## config.mk

```make
export PLATFORM = sky130hd
export DESIGN_NAME = async_char_rx
export DESIGN_NICKNAME = d
export VERILOG_FILES = /design/src/rtl/rx_pkg.sv /design/src/rtl/rx_line_sync.sv /design/src/rtl/rx_bit_timer.sv /design/src/rtl/rx_frame_ctrl.sv /design/src/rtl/async_char_rx.sv
export SDC_FILE = /design/constraint.sdc
export NUM_CORES = 1
export LEC_CHECK = 0
export CORE_ASPECT_RATIO = 0.8
export CORE_UTILIZATION = 40
export DETAILED_ROUTE_END_ITERATION = 8
export DONT_BUFFER_PORTS = 1
export GPL_ROUTABILITY_DRIVEN = 0
export GPL_TIMING_DRIVEN = 0
export SLEW_MARGIN = 20
export SYNTH_ARGS = -nofsm -noshare
export SYNTH_HDL_FRONTEND = slang
export SYNTH_SLANG_ARGS = --single-unit
```

## constraint.sdc

```tcl
create_clock -name clk -period 4.05 [get_ports clk]
set_input_delay 1.215 -clock clk [delete_from_list [all_inputs] [get_ports clk]]
set_output_delay 1.215 -clock clk [all_outputs]
set_load 0.02 [all_outputs]
```

## src/rtl/rx_pkg.sv

```systemverilog
package rx_pkg;

    typedef enum logic [2:0] {
        RX_IDLE   = 3'd0,
        RX_START  = 3'd1,
        RX_DATA   = 3'd2,
        RX_PARITY = 3'd3,
        RX_STOP1  = 3'd4,
        RX_STOP2  = 3'd5
    } rx_state_e;

    // Shortest supported character length in bits
    localparam int unsigned RX_MIN_BITS = 5;

endpackage

```

## src/rtl/rx_line_sync.sv

```systemverilog
module rx_line_sync #(
    parameter int unsigned STAGES = 2
) (
    input  logic clk,
    input  logic rst_n,
    input  logic line_i,
    output logic line_o,
    output logic fall_o
);

    // pipe[0..STAGES-1] is the synchroniser, pipe[STAGES] holds the previous value
    logic [STAGES:0] pipe;

    generate
        for (genvar g = 0; g <= STAGES; g++) begin : g_stage
            if (g == 0) begin : g_first
                always_ff @(posedge clk or negedge rst_n) begin
                    if (!rst_n) pipe[0] <= 1'b1;
                    else        pipe[0] <= line_i;
                end
            end else begin : g_next
                always_ff @(posedge clk or negedge rst_n) begin
                    if (!rst_n) pipe[g] <= 1'b1;
                    else        pipe[g] <= pipe[g-1];
                end
            end
        end
    endgenerate

    assign line_o = pipe[STAGES-1];
    assign fall_o = pipe[STAGES] & ~pipe[STAGES-1];

endmodule

```

## src/rtl/rx_bit_timer.sv

```systemverilog
module rx_bit_timer #(
    parameter int unsigned OVERSAMPLE = 16
) (
    input  logic clk,
    input  logic rst_n,
    input  logic restart,
    output logic half_hit,
    output logic full_hit
);

    localparam int unsigned CNT_W = (OVERSAMPLE > 1) ? $clog2(OVERSAMPLE) : 1;
    localparam logic [CNT_W-1:0] HALF_LAST = CNT_W'(OVERSAMPLE / 2 - 1);
    localparam logic [CNT_W-1:0] FULL_LAST = CNT_W'(OVERSAMPLE - 1);

    logic [CNT_W-1:0] tick_cnt;

    always_ff @(posedge clk or negedge rst_n) begin
        if (!rst_n) begin
            tick_cnt <= '0;
        end else if (restart || tick_cnt == FULL_LAST) begin
            tick_cnt <= '0;
        end else begin
            tick_cnt <= tick_cnt + 1'b1;
        end
    end

    assign half_hit = (tick_cnt == HALF_LAST);
    assign full_hit = (tick_cnt == FULL_LAST);

endmodule

```

## src/rtl/rx_frame_ctrl.sv

```systemverilog
module rx_frame_ctrl
    import rx_pkg::*;
#(
    parameter int unsigned MAX_BITS = 8
) (
    input  logic                clk,
    input  logic                rst_n,
    input  logic                line_s,
    input  logic                line_fall,
    input  logic                half_hit,
    input  logic                full_hit,
    input  logic [1:0]          cfg_data_bits,
    input  logic                cfg_parity_en,
    input  logic                cfg_parity_odd,
    input  logic                cfg_two_stop,
    output logic                timer_restart,
    output logic [MAX_BITS-1:0] char_data,
    output logic                char_valid,
    output logic                parity_err,
    output logic                frame_err
);

    localparam int unsigned IDX_W = $clog2(MAX_BITS);

    rx_state_e           state_q, state_d;
    logic [IDX_W-1:0]    bit_idx;
    logic [MAX_BITS-1:0] shreg;
    logic                par_acc;
    logic                stop_bad;

    logic [IDX_W-1:0]    last_idx;
    logic                start_ok;
    logic                take_data;
    logic                emit;

    assign last_idx  = IDX_W'(RX_MIN_BITS - 1) + IDX_W'(cfg_data_bits);
    assign start_ok  = (state_q == RX_START) && half_hit && !line_s;
    assign take_data = (state_q == RX_DATA) && full_hit;
    assign emit      = full_hit &&
                       (((state_q == RX_STOP1) && !cfg_two_stop) ||
                         (state_q == RX_STOP2));

    // the timer is held at zero while waiting and restarted when the start bit is confirmed
    assign timer_restart = (state_q == RX_IDLE) || start_ok;

    // next-state logic
    always_comb begin
        state_d = state_q;
        unique case (state_q)
            RX_IDLE: begin
                if (line_fall) state_d = RX_START;
            end
            RX_START: begin
                if (half_hit) state_d = line_s ? RX_IDLE : RX_DATA;
            end
            RX_DATA: begin
                if (full_hit && bit_idx == last_idx)
                    state_d = cfg_parity_en ? RX_PARITY : RX_STOP1;
            end
            RX_PARITY: begin
                if (full_hit) state_d = RX_STOP1;
            end
            RX_STOP1: begin
                if (full_hit) state_d = cfg_two_stop ? RX_STOP2 : RX_IDLE;
            end
            RX_STOP2: begin
                if (full_hit) state_d = RX_IDLE;
            end
            default: state_d = RX_IDLE;
        endcase
    end

    // state register
    always_ff @(posedge clk or negedge rst_n) begin
        if (!rst_n) state_q <= RX_IDLE;
        else        state_q <= state_d;
    end

    // character datapath
    always_ff @(posedge clk or negedge rst_n) begin
        if (!rst_n) begin
            bit_idx  <= '0;
            shreg    <= '0;
            par_acc  <= 1'b0;
            stop_bad <= 1'b0;
        end else if (start_ok) begin
            bit_idx  <= '0;
            shreg    <= '0;
            par_acc  <= 1'b0;
            stop_bad <= 1'b0;
        end else if (take_data) begin
            shreg[bit_idx] <= line_s;
            par_acc        <= par_acc ^ line_s;
            bit_idx        <= bit_idx + 1'b1;
        end else if (full_hit && state_q == RX_PARITY) begin
            par_acc <= par_acc ^ line_s;
        end else if (full_hit && state_q == RX_STOP1) begin
            stop_bad <= ~line_s;
        end
    end

    // output register
    always_ff @(posedge clk or negedge rst_n) begin
        if (!rst_n) begin
            char_valid <= 1'b0;
            char_data  <= '0;
            parity_err <= 1'b0;
            frame_err  <= 1'b0;
        end else if (emit) begin
            char_valid <= 1'b1;
            char_data  <= shreg;
            parity_err <= cfg_parity_en & (par_acc ^ cfg_parity_odd);
            frame_err  <= stop_bad | ~line_s;
        end else begin
            char_valid <= 1'b0;
            parity_err <= 1'b0;
            frame_err  <= 1'b0;
        end
    end

endmodule

```

## src/rtl/async_char_rx.sv

```systemverilog
module async_char_rx #(
    parameter int unsigned OVERSAMPLE  = 16,
    parameter int unsigned MAX_BITS    = 8,
    parameter int unsigned SYNC_STAGES = 2
) (
    input  logic                clk,
    input  logic                rst_n,
    input  logic                rx_serial,
    input  logic [1:0]          cfg_data_bits,
    input  logic                cfg_parity_en,
    input  logic                cfg_parity_odd,
    input  logic                cfg_two_stop,
    output logic [MAX_BITS-1:0] char_data,
    output logic                char_valid,
    output logic                parity_err,
    output logic                frame_err
);

    logic line_s;
    logic line_fall;
    logic timer_restart;
    logic half_hit;
    logic full_hit;

    rx_line_sync #(
        .STAGES (SYNC_STAGES)
    ) u_sync (
        .clk    (clk),
        .rst_n  (rst_n),
        .line_i (rx_serial),
        .line_o (line_s),
        .fall_o (line_fall)
    );

    rx_bit_timer #(
        .OVERSAMPLE (OVERSAMPLE)
    ) u_timer (
        .clk      (clk),
        .rst_n    (rst_n),
        .restart  (timer_restart),
        .half_hit (half_hit),
        .full_hit (full_hit)
    );

    rx_frame_ctrl #(
        .MAX_BITS (MAX_BITS)
    ) u_ctrl (
        .clk            (clk),
        .rst_n          (rst_n),
        .line_s         (line_s),
        .line_fall      (line_fall),
        .half_hit       (half_hit),
        .full_hit       (full_hit),
        .cfg_data_bits  (cfg_data_bits),
        .cfg_parity_en  (cfg_parity_en),
        .cfg_parity_odd (cfg_parity_odd),
        .cfg_two_stop   (cfg_two_stop),
        .timer_restart  (timer_restart),
        .char_data      (char_data),
        .char_valid     (char_valid),
        .parity_err     (parity_err),
        .frame_err      (frame_err)
    );

endmodule

```

==> metrics.txt <==
# TYPE chip_impl_metric gauge
chip_impl_metric{name="route.antenna.remaining_nets",unit=""} 0
chip_impl_metric{name="floorplan.rows",unit=""} 20
chip_impl_metric{name="final_layout_size_suffix_gt1_share",unit="%"} 22.9
chip_impl_info{name="min_from",value="u_sync.pipe[0]$_DFF_PN1_"} 1
chip_impl_metric{name="worst_ep_arrival_time",unit="ns"} 0.76
chip_impl_metric{name="area_growth_synth_to_finish",unit="%"} 9.98
chip_impl_metric{name="timing.critical_path.required",unit="ns"} 2.83
chip_impl_info{name="worstHoldPathType",value="reg -> reg"} 1
chip_impl_metric{name="drt-vias-per-instance",unit=""} 5.48
chip_impl_info{name="layout_commonest_cell",value="sky130_fd_sc_hd__dfrtp_1"} 1
chip_impl_info{name="setup.worst_path.start_class",value="flop"} 1
chip_impl_info{name="endpoint",value="char_data[3]"} 1
chip_impl_metric{name="final_max_slew_viol_count",unit=""} 0
chip_impl_info{name="crit_path_start",value="u_ctrl.char_data[3]$_DFFE_PN0P_"} 1
chip_impl_metric{name="layout_worst_path_cycle_share",unit="%"} 48.8
chip_impl_info{name="tritoncts",value="done"} 1
chip_impl_metric{name="yosysSeqAreaShare",unit="%"} 52.0
chip_impl_metric{name="insertion_delay",unit="ns"} 0.29
chip_impl_metric{name="cts_hold_repair.buffers",unit=""} 0
chip_impl_metric{name="cap_viol_max_count",unit=""} 0
chip_impl_metric{name="route.vias.total",unit=""} 1069
chip_impl_metric{name="final_net_count",unit=""} 149
chip_impl_metric{name="numPortBuffers",unit=""} 0
chip_impl_metric{name="cp_max_fo",unit=""} 2
chip_impl_metric{name="ios",unit=""} 19
chip_impl_info{name="critical_path.reg2reg.startpoint",value="u_timer.tick_cnt[0]$_DFF_PN0_"} 1
chip_impl_metric{name="die_area",unit="sq um"} 4370
chip_impl_metric{name="start_util",unit="%"} 42.6
chip_impl_metric{name="num_antenna_cells",unit=""} 0
chip_impl_metric{name="die_w",unit="um"} 73.7
chip_impl_metric{name="ys_ff_latch",unit=""} 34
chip_impl_metric{name="dr.first_iter.drc_count",unit=""} 48
chip_impl_metric{name="synth.avg_cell_area",unit="sq um"} 12.4
chip_impl_metric{name="utilization",unit="%"} 46.9
chip_impl_metric{name="tritoncts_num_sinks",unit=""} 34
chip_impl_metric{name="r2r_setup_slack",unit="ns"} 2.21
chip_impl_metric{name="all_layer_global_routing_usage",unit="%"} 16.5
chip_impl_info{name="critPathKind",value="reg -> out"} 1
chip_impl_metric{name="p_leak",unit="nW"} 0.826
chip_impl_metric{name="max_slew.worst_pin.slew",unit="ns"} 0.413
chip_impl_info{name="end_kind",value="output port"} 1
chip_impl_metric{name="synth_enable_flop_cells",unit=""} 0
chip_impl_metric{name="cp.depth",unit=""} 0
chip_impl_metric{name="maxClockFrequency",unit="MHz"} 506
chip_impl_metric{name="post-route-min-period",unit="ns"} 1.98
chip_impl_info{name="mostFrequentLayoutCells",value="31 x sky130_fd_sc_hd__dfrtp_1, 7 x sky130_fd_sc_hd__nor2_1, 7 x sky130_fd_sc_hd__mux2_4, 7 x sky130_fd_sc_hd__nand2_1"} 1
chip_impl_info{name="ys_dominant_reg_cell",value="sky130_fd_sc_hd__dfrtp_1"} 1
chip_impl_metric{name="power_density",unit="nW/um^2"} 453
chip_impl_metric{name="wire_length_of_the_first_global_routing_pass",unit="um"} 5150
chip_impl_metric{name="postSynth.asyncResetShare",unit="%"} 100
chip_impl_metric{name="cts-root-to-sink-buffers",unit=""} 2
chip_impl_metric{name="first_pass_iters",unit=""} 4
chip_impl_metric{name="finalClockSkew",unit="ns"} 0.00862
chip_impl_info{name="cts_root_buf",value="sky130_fd_sc_hd__clkbuf_8"} 1
chip_impl_metric{name="post_cts_resized",unit=""} 0
chip_impl_metric{name="setup_viol_count_final",unit=""} 0
chip_impl_metric{name="congestion_overflow_gr",unit=""} 0
chip_impl_info{name="critical_path.reg2reg.endpoint",value="u_ctrl.char_data[3]$_DFFE_PN0P_"} 1
chip_impl_metric{name="clock_input_transition_at_the_sequential_cells_of_the_worst_setup_and_hold_paths",unit="ns"} 0.07
chip_impl_metric{name="syn-cell-area",unit="sq um"} 1640
chip_impl_metric{name="layout.filler_cells",unit=""} 375
chip_impl_metric{name="antenna_found_initial",unit=""} 0
chip_impl_info{name="run_status",value="completed"} 1
chip_impl_metric{name="holdPathStages",unit=""} 0
chip_impl_metric{name="htree_num_levels",unit=""} 2
chip_impl_metric{name="cts_buffer_count",unit=""} 5
chip_impl_metric{name="maxSlewHeadroom",unit="%"} 72.5
chip_impl_metric{name="place.detailed.hpwl",unit="um"} 2090
chip_impl_metric{name="hold_violations",unit=""} 0
chip_impl_metric{name="core",unit="sq um"} 3850
chip_impl_metric{name="wl_per_cell",unit="um"} 15.3
chip_impl_metric{name="finalSetupTns",unit="ns"} 0
chip_impl_info{name="unrepaired_setup_endpoints_after_global_routing",value="false"} 1
chip_impl_metric{name="synth.lib_cells_used.distinct",unit=""} 46
chip_impl_metric{name="grt_pass1_vias",unit=""} 1031
chip_impl_metric{name="finalWirelength",unit="um"} 2990
chip_impl_metric{name="grt_start_max_net_pins",unit=""} 35
chip_impl_metric{name="ff2ff_path_depth",unit=""} 7
chip_impl_metric{name="postSynthNetCount",unit=""} 142
chip_impl_metric{name="syn-instance-count",unit=""} 132
chip_impl_metric{name="count_of_yosys_warnings_during_synthesis",unit=""} 0
chip_impl_metric{name="vdd.ir_drop.worst",unit="V"} 0.000299
chip_impl_metric{name="post_cts.repair.setup_buffers",unit=""} 0
chip_impl_metric{name="dieHeight",unit="um"} 59.3
chip_impl_metric{name="post-route-drc-count",unit=""} 0
-- power by group --
group          switching [mW]  internal [mW]
sequential             0.0191          0.364
combinational           0.107         0.0647
clock                   0.126          0.137
-- synth_stat cells, types with 2 or more instances --
| cell type | n | area share, % |
|---|---|---|
| sky130_fd_sc_hd__clkbuf_1 | 2 | 0.46 |
| sky130_fd_sc_hd__nor3_1 | 2 | 0.61 |
| sky130_fd_sc_hd__o31ai_1 | 3 | 1.4 |
| sky130_fd_sc_hd__and3_1 | 3 | 1.1 |
| sky130_fd_sc_hd__dfrtp_1 | 31 | 47 |
| sky130_fd_sc_hd__a21oi_1 | 2 | 0.61 |
| sky130_fd_sc_hd__buf_6 | 2 | 1.4 |
| sky130_fd_sc_hd__o211ai_1 | 3 | 1.4 |
| sky130_fd_sc_hd__xor2_1 | 3 | 1.6 |
| sky130_fd_sc_hd__xnor2_1 | 3 | 1.6 |
| sky130_fd_sc_hd__nor3b_1 | 3 | 1.4 |
| sky130_fd_sc_hd__nor2b_1 | 2 | 0.76 |
| sky130_fd_sc_hd__ha_1 | 2 | 1.5 |
| sky130_fd_sc_hd__o311ai_0 | 2 | 1.1 |
| sky130_fd_sc_hd__nor2_1 | 7 | 1.6 |
| sky130_fd_sc_hd__dfstp_2 | 3 | 4.8 |
| sky130_fd_sc_hd__inv_1 | 4 | 0.91 |
| sky130_fd_sc_hd__mux2i_1 | 6 | 3.7 |
| sky130_fd_sc_hd__mux2_4 | 7 | 6.4 |
| sky130_fd_sc_hd__nand3_1 | 5 | 1.5 |
| sky130_fd_sc_hd__o41ai_1 | 2 | 1.1 |
| sky130_fd_sc_hd__nand4_1 | 2 | 0.76 |
| sky130_fd_sc_hd__nand2_1 | 7 | 1.6 |
| sky130_fd_sc_hd__o21ai_0 | 4 | 1.2 |
-- registers in the layout (all words and copies together), names as in the netlist --
| signal | flops |
|---|---|
| u_ctrl.par_acc | 1 |
| u_ctrl.frame_err | 1 |
| u_ctrl.char_data | 8 |
| u_ctrl.bit_idx | 3 |
| u_ctrl.state_q | 3 |
| u_sync.pipe | 2 |
| u_sync.line_o | 1 |
| u_ctrl.parity_err | 1 |
| u_ctrl.char_valid | 1 |
| u_ctrl.stop_bad | 1 |
| u_ctrl.shreg | 8 |
| u_timer.tick_cnt | 4 |
-- layout make-up --
| type | instances | area [sq um] | area share, % |
|---|---|---|---|
| multi-input cells | 86 | 707 | 39.1 |
| clock buffers | 6 | 82.6 | 4.57 |
| flip-flops and latches | 34 | 855 | 47.3 |
| well taps | 55 | 68.8 | 3.81 |
| inverters | 5 | 18.8 | 1.04 |
| clock inverters | 2 | 12.5 | 0.693 |
| plain buffers | 7 | 62.6 | 3.46 |
-- stage by stage --
stage | area (sq um) | std cells | setup WS, ns | hold slack (ns) | power, mW
3_5_place_dp | 1710 | 187 | 1.92 | 0.348 | 0.560
4_1_cts | 1810 | 195 | 2.06 | 0.358 | 0.825
5_1_grt | 1810 | 195 | 2.03 | 0.365 | 0.862
2_1_floorplan | 1640 | 132 | 2.11 | 0.345 | 0.525
6_report | 1810 | 195 | 2.07 | 0.356 | 0.818
3_3_place_gp | 1710 | 187 | 1.96 | 0.349 | 0.552
-- cell families after synthesis --
group	after synthesis	share of synthesized area, %
adder cells (fa/ha/maj)	2	1.52
XOR/XNOR	6	3.20
AO/OA/AOI/OAI	25	11.6
buffers and inverters	12	4.95
AND/OR/NAND/NOR	39	16.0
flip-flops	34	52.0
multiplexers	14	10.7
-- worst min path at each step --
stage | endpoint | slack [ns]
after floorplan | u_sync.line_o$_DFF_PN1_ | 0.35
final | u_sync.line_o$_DFF_PN1_ | 0.36
after detailed placement | u_sync.line_o$_DFF_PN1_ | 0.35
after global routing | u_sync.line_o$_DFF_PN1_ | 0.36
after global placement | u_sync.line_o$_DFF_PN1_ | 0.35
after CTS | u_sync.line_o$_DFF_PN1_ | 0.36
-- metal layers --
layer / track usage, % / wire, um
met5: 0 / 0
met4: 6.59 / 48
met3: 6.63 / 157
met2: 22.1 / 1270
met1: 23.4 / 1510
(Power assumes the default switching activity.)
